**src/rtl/fault_irq_pkg.sv**
```systemverilog
package fault_irq_pkg;
  localparam int DATA_W = 8;

  typedef enum logic [1:0] {
    SEL_NONE   = 2'd0,
    SEL_CTL    = 2'd1,
    SEL_ERRCFG = 2'd2,
    SEL_STAT   = 2'd3
  } rd_sel_t;

  typedef struct packed {
    logic    wrCtl;
    logic    wrErrCfg;
    logic    wrStat;
    rd_sel_t rdSel;
  } reg_strobe_t;
endpackage

```
**src/rtl/fault_irq_decode.sv**
```systemverilog
module fault_irq_decode
  import fault_irq_pkg::*;
#(
  parameter int ADDR_W     = 4,
  parameter int CTL_OFS    = 4,
  parameter int ERRCFG_OFS = 5,
  parameter int STAT_OFS   = 6
) (
  input  logic              regWr,
  input  logic [ADDR_W-1:0] regAddr,
  output reg_strobe_t       strobes
);
  localparam logic [ADDR_W-1:0] CtlA    = ADDR_W'(CTL_OFS);
  localparam logic [ADDR_W-1:0] ErrCfgA = ADDR_W'(ERRCFG_OFS);
  localparam logic [ADDR_W-1:0] StatA   = ADDR_W'(STAT_OFS);

  always_comb begin
    strobes = '0;
    strobes.rdSel = SEL_NONE;
    if (regAddr == CtlA) begin
      strobes.rdSel = SEL_CTL;
      strobes.wrCtl = regWr;
    end else if (regAddr == ErrCfgA) begin
      strobes.rdSel = SEL_ERRCFG;
      strobes.wrErrCfg = regWr;
    end else if (regAddr == StatA) begin
      strobes.rdSel = SEL_STAT;
      strobes.wrStat = regWr;
    end
  end
endmodule

```
**src/rtl/fault_irq_datapath.sv**
```systemverilog
module fault_irq_datapath
  import fault_irq_pkg::*;
(
  input  logic              clk,
  input  logic              rstN,
  input  reg_strobe_t       strobes,
  input  logic [DATA_W-1:0] wdata,
  input  logic              arrayRead,
  input  logic              singleFaultIn,
  input  logic              doubleFaultIn,
  input  logic              cmdDoneIn,
  output logic [DATA_W-1:0] rdata,
  output logic              cmdIrq,
  output logic              singleIrq,
  output logic              doubleIrq,
  output logic              singleFlag,
  output logic              doubleFlag,
  output logic              ignoreSingle,
  output logic              forceSingle,
  output logic              forceDouble
);
  logic cmdIe, singleIe, doubleIe;
  logic singleSet, doubleSet, singleClr, doubleClr;
  logic [DATA_W-1:0] unusedWdata;

  assign unusedWdata = wdata;

  always_ff @(posedge clk or negedge rstN) begin
    if (!rstN) begin
      cmdIe        <= 1'b0;
      ignoreSingle <= 1'b0;
      forceDouble  <= 1'b0;
      forceSingle  <= 1'b0;
    end else if (strobes.wrCtl) begin
      cmdIe        <= wdata[0];
      ignoreSingle <= wdata[1];
      forceDouble  <= wdata[2];
      forceSingle  <= wdata[3];
    end
  end

  always_ff @(posedge clk or negedge rstN) begin
    if (!rstN) begin
      singleIe <= 1'b0;
      doubleIe <= 1'b0;
    end else if (strobes.wrErrCfg) begin
      singleIe <= wdata[0];
      doubleIe <= wdata[1];
    end
  end

  always_comb begin
    singleSet = arrayRead && (forceSingle || (singleFaultIn && !ignoreSingle));
    doubleSet = arrayRead && (forceDouble || doubleFaultIn);
    singleClr = strobes.wrStat && wdata[0];
    doubleClr = strobes.wrStat && wdata[1];
  end

  always_ff @(posedge clk or negedge rstN) begin
    if (!rstN) begin
      singleFlag <= 1'b0;
      doubleFlag <= 1'b0;
    end else begin
      if (singleSet)      singleFlag <= 1'b1;
      else if (singleClr) singleFlag <= 1'b0;
      if (doubleSet)      doubleFlag <= 1'b1;
      else if (doubleClr) doubleFlag <= 1'b0;
    end
  end

  assign cmdIrq    = cmdDoneIn && cmdIe;
  assign singleIrq = singleFlag && singleIe;
  assign doubleIrq = doubleFlag && doubleIe;

  always_comb begin
    rdata = '0;
    unique case (strobes.rdSel)
      SEL_CTL:    rdata[3:0] = {forceSingle, forceDouble, ignoreSingle, cmdIe};
      SEL_ERRCFG: rdata[1:0] = {doubleIe, singleIe};
      SEL_STAT:   rdata[1:0] = {doubleFlag, singleFlag};
      default:    rdata = '0;
    endcase
  end
endmodule

```
**src/rtl/fault_irq_ctrl.sv**
```systemverilog
module fault_irq_ctrl
  import fault_irq_pkg::*;
#(
  parameter int ADDR_W     = 4,
  parameter int CTL_OFS    = 4,
  parameter int ERRCFG_OFS = 5,
  parameter int STAT_OFS   = 6
) (
  input  logic              clk,
  input  logic              rstN,
  input  logic              arrayRead,
  input  logic              singleFaultIn,
  input  logic              doubleFaultIn,
  input  logic              cmdDoneIn,
  input  logic              regWr,
  input  logic [ADDR_W-1:0] regAddr,
  input  logic [7:0]        regWdata,
  output logic [7:0]        regRdata,
  output logic              cmdIrq,
  output logic              singleIrq,
  output logic              doubleIrq
);
  reg_strobe_t strobes;
  logic singleFlag, doubleFlag, ignoreSingle, forceSingle, forceDouble;

  fault_irq_decode #(
    .ADDR_W(ADDR_W), .CTL_OFS(CTL_OFS),
    .ERRCFG_OFS(ERRCFG_OFS), .STAT_OFS(STAT_OFS)
  ) u_decode (
    .regWr(regWr), .regAddr(regAddr), .strobes(strobes)
  );

  fault_irq_datapath u_dp (
    .clk(clk), .rstN(rstN), .strobes(strobes), .wdata(regWdata),
    .arrayRead(arrayRead), .singleFaultIn(singleFaultIn),
    .doubleFaultIn(doubleFaultIn), .cmdDoneIn(cmdDoneIn),
    .rdata(regRdata), .cmdIrq(cmdIrq), .singleIrq(singleIrq),
    .doubleIrq(doubleIrq), .singleFlag(singleFlag), .doubleFlag(doubleFlag),
    .ignoreSingle(ignoreSingle), .forceSingle(forceSingle),
    .forceDouble(forceDouble)
  );
endmodule

```
**config.mk**
```make
export PLATFORM = sky130hd
export DESIGN_NAME = fault_irq_ctrl
export DESIGN_NICKNAME = d
export VERILOG_FILES = /design/src/rtl/fault_irq_pkg.sv /design/src/rtl/fault_irq_decode.sv /design/src/rtl/fault_irq_datapath.sv /design/src/rtl/fault_irq_ctrl.sv
export SDC_FILE = /design/constraint.sdc
export NUM_CORES = 1
export LEC_CHECK = 0
export BUFFER_PORTS_ARGS = -buffer_cell sky130_fd_sc_hd__buf_2
export CORE_AREA = 4 4 41 43
export CTS_CLUSTER_DIAMETER = 100
export CTS_CLUSTER_SIZE = 14
export DETAILED_ROUTE_END_ITERATION = 16
export DIE_AREA = 0 0 45 47
export PLACE_DENSITY = 0.71
export SYNTH_ARGS = -nofsm -noshare
export SYNTH_HDL_FRONTEND = slang
export SYNTH_SLANG_ARGS = --single-unit
```
**constraint.sdc**
```tcl
create_clock -name clk -period 1.6 [get_ports clk]
set_clock_uncertainty 0.2 [all_clocks]
set_input_delay 0.32 -clock clk [delete_from_list [all_inputs] [get_ports clk]]
set_output_delay 0.32 -clock clk [all_outputs]
set_load 0.02 [all_outputs]
```
# Yosys cells after proc, flatten, opt, wreduce, memory -nomap -nowiden
# Index checks and enable logic that the tools add are counted.
[totals]
reg_bits = 8
latchBits = 0
ramBits = 0
mem_bits_ro = 0
input_bits = 19
out_inout_bits = 11
mem_count = 0
[op_classes]
n_addsub = 0
mul = 0
n_div = 0
magnitude_cmp = 0
n_eq_ne = 6
n_shift = 0
muxes = 13
n_bitwise = 0
n_reduce_logical = 13
[op_table]
columns = ["cell", "count"]
rows = [
  ["4-bit by 3-bit equality test with 1-bit output (second input constant)", 3],
  ["1-bit logical AND", 8],
  ["2-bit two-way mux", 4],
  ["1-bit two-way mux", 7],
  ["2-bit case mux with 3 select lines", 1],
  ["2-bit equality test (second input constant)", 2],
  ["2-bit nonzero test", 2],
  ["3-bit two-way mux", 1],
  ["2-bit by 1-bit equality test with 1-bit output (second input constant)", 1],
  ["1-bit logical OR", 2],
  ["1-bit zero test", 1],
]

# Logic depth before layout (Yosys ltp)
# Gate-level depths: netlist of the first run.
[depth]
depth_word = 7
depth_mapped = 3

# Cells and area by module
# Synthesis of the first run repeated with hierarchy kept, for this count alone.
[hier_totals]
cells_unflattened = 47
area_unflattened_um2 = 484.2
[modules_own_cells]
columns = ["mod", "instances", "cells_each", "area_each_um2", "seq_area_each_um2"]
rows = [
  ["fault_irq_datapath", 1, 38, 420.4, 200.2],
  ["fault_irq_decode", 1, 9, 63.8, 0.0],
]

# Worst setup path before layout of the first run
# OpenSTA, ideal clock, no wires.
[synth_path]
path_type = "input to output"
startpoint = "input port regAddr[0]"
endpoint = "output port regRdata[0]"
arrival_time_ns = 1.027
path_slack_ns = 0.053
path_stages = 3
n_path_buf = 0
path_cell_list = "mux2i_1 > or2_2 > a21oi_1"
[synth_via]
elab_chain_len = 6
[synth_lines]
columns = ["element", "line", "source"]
rows = [
  ["from (decl)", "fault_irq_ctrl.sv:16", "input logic [ADDR_W-1:0] regAddr,"],
  ["4-bit by 3-bit equality test with 1-bit output", "fault_irq_decode.sv:26", "end else if (regAddr == StatA) begin"],
  ["3-bit two-way mux", "fault_irq_decode.sv:26", ""],
  ["2-bit two-way mux", "fault_irq_decode.sv:23", "end else if (regAddr == ErrCfgA) begin"],
  ["2-bit two-way mux (*)", "fault_irq_decode.sv:20", "if (regAddr == CtlA) begin"],
  ["2-bit equality test / 2-bit by 1-bit equality test with 1-bit output (equally long branches)", "fault_irq_datapath.sv:77", "unique case (strobes.rdSel)"],
  ["2-bit case mux with 3 select lines (*)", "fault_irq_datapath.sv:77", ""],
  ["to (decl)", "fault_irq_ctrl.sv:18", "output logic [7:0] regRdata,"],
]
# Every way passes the cells marked *; elsewhere a longest branch is shown, timed or not.

# Worst setup path in the final report of the first run
[layout_path]
startpoint = "register u_dp.cmdIe"
endpoint = "output port regRdata[0]"
[layout_via]
elab_chain_len = 1
[layout_lines]
columns = ["element", "line", "source"]
rows = [
  ["from (decl)", "fault_irq_datapath.sv:22", "logic cmdIe, singleIe, doubleIe;"],
  ["from (signal assigned)", "fault_irq_datapath.sv:35", "cmdIe <= wdata[0];"],
  ["2-bit case mux with 3 select lines", "fault_irq_datapath.sv:77", ""],
]
# Every way passes these cells.

==> qor.csv, run 1 <==
stage,metric,value,unit
outcome,outcome,finished with violations,
outcome,failing checks,negative setup slack,
pwr,worst ir drop on vdd,0.612,mV
routing,Pre-Repair DR Iteration Count,3,
routing,vias post-DR,417,
pwr,Switching Share,29.9,%
global_route,vias in the first global route,421,
logic_synthesis,"EDFF count, synth",0,
sta,min cycle time layout,1.68,ns
global_route,GRT Total Usage,11.9,%
sta,Max Fclk,0.594,GHz
sta,RSZ-0062 raised after global routing,yes,
critical_path,WS Path Type,flip-flop to output port,
hold_path,min-delay worst type,input port to flip-flop,
clocking,clock sink count,8,
global_route,GR Overflow Total,0,
logic_synthesis,Yosys top cell by area,dfrtp_1,
logic_synthesis,synth top area cells,"dfrtp_1, mux2_2, buf_4",
logic_synthesis,fraction of registers with async set/reset,100,%
cells_and_area,final antenna diode count,0,
critical_path,CP Data Required Time,1.08,ns
logic_synthesis,"FF+latch count, synth",8,
pwr,Pint,0.451,mW
floorplanning,Die X-Extent,45,um
sta,"Slew Viols, Final",0,
global_route,global-route wire length before repair,1.81,mm
placement,Placer Congestion,0.801,
cells_and_area,nets@finish,95,
pwr,Pleak,0.342,nW
pwr,Clk pwr share,23.8,%
global_route,largest net degree at the start of global routing,9,
pwr,Comb power frac,34.8,%
logic_synthesis,Ys Warns,0,
placement,Detailed Place HPWL,866,um
routing,DR iter-0 viols,1,
logic_synthesis,Yosys top cell area share,40.9,%
floorplanning,IO Count,30,
routing,vias per cell,4.69,
logic_synthesis,most numerous cell in the Yosys netlist,dfrtp_1,
logic_synthesis,Syn Inst Count,47,
clocking,CTS tree,done,
clocking,root buf cell,clkbuf_4,
logic_synthesis,Cell variety after synth,22,
floorplanning,Cell Rows,13,
clocking,clk slew on worst S/H paths,0.06,ns
floorplanning,Core ar.,0.00130,mm^2
floorplanning,total die area,0.00212,mm^2
pwr,Flop pwr share,41.4,%
routing,DR WL/cell,12.9,um
critical_path,crit-path max FO,2,
cells_and_area,Area Growth Syn to Fin,38.6,%
cells_and_area,layout cell share with drive strength beyond 1,59.5,%
clocking,Skew-Pair Late Insertion Delay,0.25,ns
placement,Buffers on Ports,21,
sta,fin crit share,105,%
routing,DRT antenna net count,0,
sta,final setup violation count,2,
logic_synthesis,sequential share of the synthesized area,40.9,%
logic_synthesis,post-synthesis cell area,489,um^2
sta,Worst Slack Setup Final,-0.0839,ns
sta,TNS Setup,-0.165,ns
pwr,PwrDens,948,mW/mm^2
global_route,antenna violations before repair,0,
critical_path,Crit. End Element,output port,
logic_synthesis,main flop type after synthesis,dfrtp_1,
clocking,CTS max path bufs,2,
sta,"Hold Vio Cnt, Final",0,
floorplanning,Die Height,47,um
clocking,Num CTS Buffers,3,
cells_and_area,fin area,678,um^2
routing,WL final,1.14,mm
logic_synthesis,"Avg Cell Area, Syn",10.4,um^2
logic_synthesis,top post-synthesis cells by count,"dfrtp_1, mux2_2, buf_4",
routing,DRC errors left,0,
critical_path,crit path DAT,1.16,ns
clocking,H-tree levels,1,
floorplanning,starting density of the core,37.6,%
pwr,switching pwr,0.193,mW
placement,"Cell Area, Placed",594,um^2
cells_and_area,FILL cells,131,
critical_path,critical path launch point type,flip-flop,
job,Max Cap Viol,0,
==> per-layer routing <==
layer	part of all wire, %	track usage, %	vias to the layer above
li1	-	-	209
met1	42	15.0	191
met2	51	19.8	17
met3	7.5	2.30	0
met4	0	5.26	0
met5	0	0	-
==> cell families after synthesis <==
logic type	after synthesis	synth area share, %
simple gates	19	26.1
mux	8	17.9
flops	8	40.9
compound gates	6	7.42
buf+inv	5	6.90
other cells	1	0.767
==> state kept, by name, summed over array words and instances, names as in the netlist <==
signal             count
u_dp.singleIe          1
u_dp.singleFlag        1
u_dp.forceDouble       1
u_dp.cmdIe             1
u_dp.doubleIe          1
u_dp.forceSingle       1
u_dp.doubleFlag        1
u_dp.ignoreSingle      1
==> worst paths after layout <==
kind / cells past startpoint / end / from / slack (ns)
max in group asynchronous: 2 / u_dp.singleIe$_DFFE_PN0P_ / rstN / 0.80
min in group asynchronous: 2 / u_dp.forceDouble$_DFFE_PN0P_ / rstN / 0.23
setup / recovery: 4 / regRdata[0] / u_dp.cmdIe$_DFFE_PN0P_ / -0.08
hold reg to reg: 2 / u_dp.doubleFlag$_DFFE_PN0P_ / u_dp.forceDouble$_DFFE_PN0P_ / 0.32
setup reg to reg: 4 / u_dp.singleFlag$_DFFE_PN0P_ / u_dp.ignoreSingle$_DFFE_PN0P_ / 0.42
hold / removal: 3 / u_dp.doubleFlag$_DFFE_PN0P_ / doubleFaultIn / 0.09
==> worst max-delay path: stages, from the launching register on <==
cell and delay, ns:
dfrtp_1 0.36, mux2i_1 0.08, or2_4 0.23, a21oi_2 0.11
buf_4 0.14
==> cells in the final DEF (no fill, tap or decap), drive strengths merged, types with 2 or more instances in the layout <==
master,n
a21oi,2
buf,24
dfrtp,8
clkbuf,3
or2,2
and3,2
mux2,6
nand2,3
nand3b,2
conb,4
and2,3
and2b,2
o21ai,2
mux2i,2
==> power groups by stage <==
stage | Combinational, mW | Sequential [mW] | Clock [mW]
4_1_cts | 0.210 | 0.264 | 0.161
3_3_place_gp | 0.165 | 0.268 | 0
6_report | 0.224 | 0.266 | 0.153
3_5_place_dp | 0.168 | 0.271 | 0
2_1_floorplan | 0.122 | 0.261 | 0
5_1_grt | 0.247 | 0.270 | 0.173
==> area by class of cell <==
class | count | area [um^2] | area share [%]
multi-input combinational | 37 | 284 | 41.9
sequential | 8 | 200 | 29.5
clock buffer | 3 | 22.5 | 3.32
inverter | 1 | 3.75 | 0.554
tap | 15 | 18.8 | 2.77
timing repair buffer | 25 | 149 | 22.0
==> repair_timing <==
action                                  4_1_cts  5_1_grt
buffers inserted                              3        1
pin swaps                                     2        2
endpoints found under the hold margin         8        0
gates resized for setup                       6        4
hold buffers                                  1        0
endpoints found under the setup margin        2        5
==> through the flow <==
step / util [%] / setup WS [ns] / power [mW] / hold WS (ns) / cells
global route: 52.1 / -0.158 / 0.690 / 0.0804 / 89
floorplan: - / 0.0530 / 0.383 / -0.176 / 50
detailed placement: 45.7 / -0.0528 / 0.439 / -0.0273 / 82
global placement: 45.7 / -0.0624 / 0.433 / -0.0311 / 82
CTS: 51.2 / -0.116 / 0.635 / 0.0761 / 89
finish: 52.1 / -0.0839 / 0.643 / 0.0876 / 89
No activity file was read; power rests on OpenSTA's default activity.
==> run 2, diff against run 1 <==
--- a/config.mk
+++ b/config.mk
@@ -6,12 +6,14 @@
 export NUM_CORES = 1
 export LEC_CHECK = 0
 export BUFFER_PORTS_ARGS = -buffer_cell sky130_fd_sc_hd__buf_2
-export CORE_AREA = 4 4 41 43
+export CORE_ASPECT_RATIO = 1.25
+export CORE_MARGIN = 4
+export CORE_UTILIZATION = 30
 export CTS_CLUSTER_DIAMETER = 100
 export CTS_CLUSTER_SIZE = 14
 export DETAILED_ROUTE_END_ITERATION = 16
-export DIE_AREA = 0 0 45 47
-export PLACE_DENSITY = 0.71
+export GPL_TIMING_DRIVEN = 0
+export PLACE_DENSITY = 0.6
 export SYNTH_ARGS = -nofsm -noshare
 export SYNTH_HDL_FRONTEND = slang
 export SYNTH_SLANG_ARGS = --single-unit
==> qor.csv, run 2 (synthesized netlist as in run 1, its figures left out) <==
stage,metric,value,unit,change
critical_path,WS Path Type,flip-flop to output port,,
global_route,global-route wire length before repair,1.77,mm,-2.3%
placement,Setup WS pre-CTS,-0.0543,ns,-0.00155 ns
pwr,Pleak,0.370,nW,+8.3%
sta,"Hold Vio Cnt, Final",0,,unchanged
clocking,CTS tree,done,,
sta,"Slew Viols, Final",0,,unchanged
routing,DRC errors left,0,,unchanged
cells_and_area,final antenna diode count,0,,unchanged
placement,Placer Congestion,0.701,,-12%
cells_and_area,layout cell share with drive strength beyond 1,59.5,%,about the same
global_route,largest net degree at the start of global routing,9,,unchanged
routing,vias per cell,4.51,,-3.8%
routing,vias post-DR,437,,+4.8%
sta,min cycle time layout,1.66,ns,-0.0242 ns
sta,Max Fclk,0.603,GHz,+1.5%
routing,DR iter-0 viols,1,,unchanged
placement,Detailed Place HPWL,901,um,+4.0%
critical_path,crit-path max FO,2,,unchanged
clocking,root buf cell,clkbuf_4,,
critical_path,Crit-path slowest cell,dfrtp_1,,
sta,fin crit share,104,%,-1.5 points
routing,DRT antenna net count,0,,unchanged
routing,DR WL/cell,11.1,um,-14%
cells_and_area,"leading cell type in the layout, fill and taps excluded",buf_2,,
cells_and_area,nets@finish,100,,+5.3%
cells_and_area,fin area,731,um^2,+7.7%
floorplanning,Core ar.,0.00156,mm^2,+20%
pwr,PwrDens,899,mW/mm^2,-5.2%
critical_path,critical path launch point type,flip-flop,,
global_route,antenna violations before repair,0,,unchanged
floorplanning,Cell Rows,16,,+3
floorplanning,Die X-Extent,44.1,um,-2.0%
hold_path,min-delay worst type,input port to flip-flop,,
job,Max Cap Viol,0,,unchanged
global_route,GRT Total Usage,10.6,%,-1.3 points
routing,Pre-Repair DR Iteration Count,2,,-1
floorplanning,IO Count,30,,unchanged
clocking,H-tree levels,1,,unchanged
placement,Buffers on Ports,21,,unchanged
global_route,vias in the first global route,437,,+3.8%
critical_path,crit path DAT,1.14,ns,-0.02 ns
outcome,outcome,finished with violations,,
clocking,Num CTS Buffers,3,,unchanged
sta,RSZ-0062 raised after global routing,yes,,
clocking,Skew-Pair Late Insertion Delay,0.24,ns,about the same
floorplanning,total die area,0.00234,mm^2,+11%
cells_and_area,FILL cells,158,,+21%
clocking,clk slew on worst S/H paths,0.05,ns,about the same
cells_and_area,"commonest cells after routing, fill and taps aside","buf_2, buf_4, dfrtp_1",,
outcome,failing checks,negative setup slack,,
pwr,worst ir drop on vdd,0.481,mV,-21%
routing,WL final,1.08,mm,-6.0%
floorplanning,Die Height,53.2,um,+13%
clocking,clock sink count,8,,unchanged
placement,"Cell Area, Placed",628,um^2,+5.7%
clocking,CTS max path bufs,2,,unchanged
critical_path,"Critical Path, Cell by Cell",mux2i_1 -> or2_4 -> a21oi_2 -> buf_6,,
critical_path,"slowest stage delay, CP",0.34,ns,-0.02 ns
critical_path,Reg2Reg Setup Slack,0.44,ns,+0.02 ns
sta,final setup violation count,2,,unchanged
sta,Worst Slack Setup Final,-0.0597,ns,+0.0242 ns
pwr,Pwr Total,0.657,mW,+2.1%
cells_and_area,"Core Util, Final",46.8,%,-5.3 points
floorplanning,starting density of the core,31.3,%,-6.3 points
global_route,GR Overflow Total,0,,unchanged
critical_path,CP Data Required Time,1.08,ns,about the same
cells_and_area,Area Growth Syn to Fin,49.4,%,
critical_path,Crit. End Element,output port,,
run 2: worst max-delay path: cells and delay by family (launching register included):
| family | cells | cell delay [ns] |
|---|---|---|
| flops | 1 | 0.34 |
| mux | 1 | 0.07 |
| simple gates | 1 | 0.23 |
| buf+inv | 1 | 0.13 |
| compound gates | 1 | 0.12 |
run 2: stage by stage:
| stage | hold slack (ns) | TNS [ns] | std cells |
|---|---|---|---|
| 2_1_floorplan | -0.176 | 0 | 50 |
| 6_report | 0.102 | -0.111 | 97 |
| 5_1_grt | 0.0965 | -0.292 | 97 |
| 3_5_place_dp | -0.0241 | -0.107 | 89 |
| 3_3_place_gp | -0.0280 | -0.0960 | 89 |
| 4_1_cts | 0.0897 | -0.189 | 97 |
run 2: timing repair:
item | 4_1_cts | 5_1_grt
hold buffers | 1 | 0
setup endpoints to repair | 2 | 5
buffers inserted | 4 | 0
gates resized for setup | 6 | 7
pin swaps | 2 | 2
endpoints found under the hold margin | 8 | 0
run 2: path summary, 6_finish.rpt:
kind                                                     from                           end  depth (start not counted)
worst max-delay path                   u_dp.cmdIe$_DFFE_PN0P_                   regRdata[0]                          4
worst max register to register  u_dp.ignoreSingle$_DFFE_PN0P_   u_dp.singleFlag$_DFFE_PN0P_                          4
worst min-delay path                              regWdata[3]  u_dp.forceSingle$_DFFE_PN0P_                          2
worst min register to register   u_dp.forceDouble$_DFFE_PN0P_  u_dp.forceDouble$_DFFE_PN0P_                          1
max in group asynchronous                                rstN     u_dp.doubleIe$_DFFE_PN0P_                          2
min in group asynchronous                                rstN   u_dp.singleFlag$_DFFE_PN0P_                          2
run 2: final cells by class:
| class | instances | area (um^2) | area share (%) |
|---|---|---|---|
| plain buffers | 4 | 30.0 | 4.11 |
| clock buffers | 3 | 22.5 | 3.08 |
| multi-input cells | 37 | 279 | 38.2 |
| inverters | 1 | 3.75 | 0.514 |
| flip-flops and latches | 8 | 200 | 27.4 |
| well taps | 18 | 22.5 | 3.08 |
| repair buffers | 26 | 173 | 23.6 |
run 2: layer usage:
metal / wire, um / part of all wire (%) / GRT usage (%) / up-vias
li1: - / - / - / 223
met2: 521 / 48 / 17.2 / 17
met4: 0 / 0 / 7.54 / 0
met3: 77 / 7.2 / 2.38 / 0
met1: 475 / 44 / 12.0 / 197
met5: 0 / 0 / 0 / -
run 2: report_power, final:
part           total (mW)  internal, mW  switching, mW  leakage, nW
Combinational       0.248         0.145          0.103        0.265
Clock               0.148        0.0854         0.0624       0.0138
Sequential          0.261         0.240         0.0205       0.0916
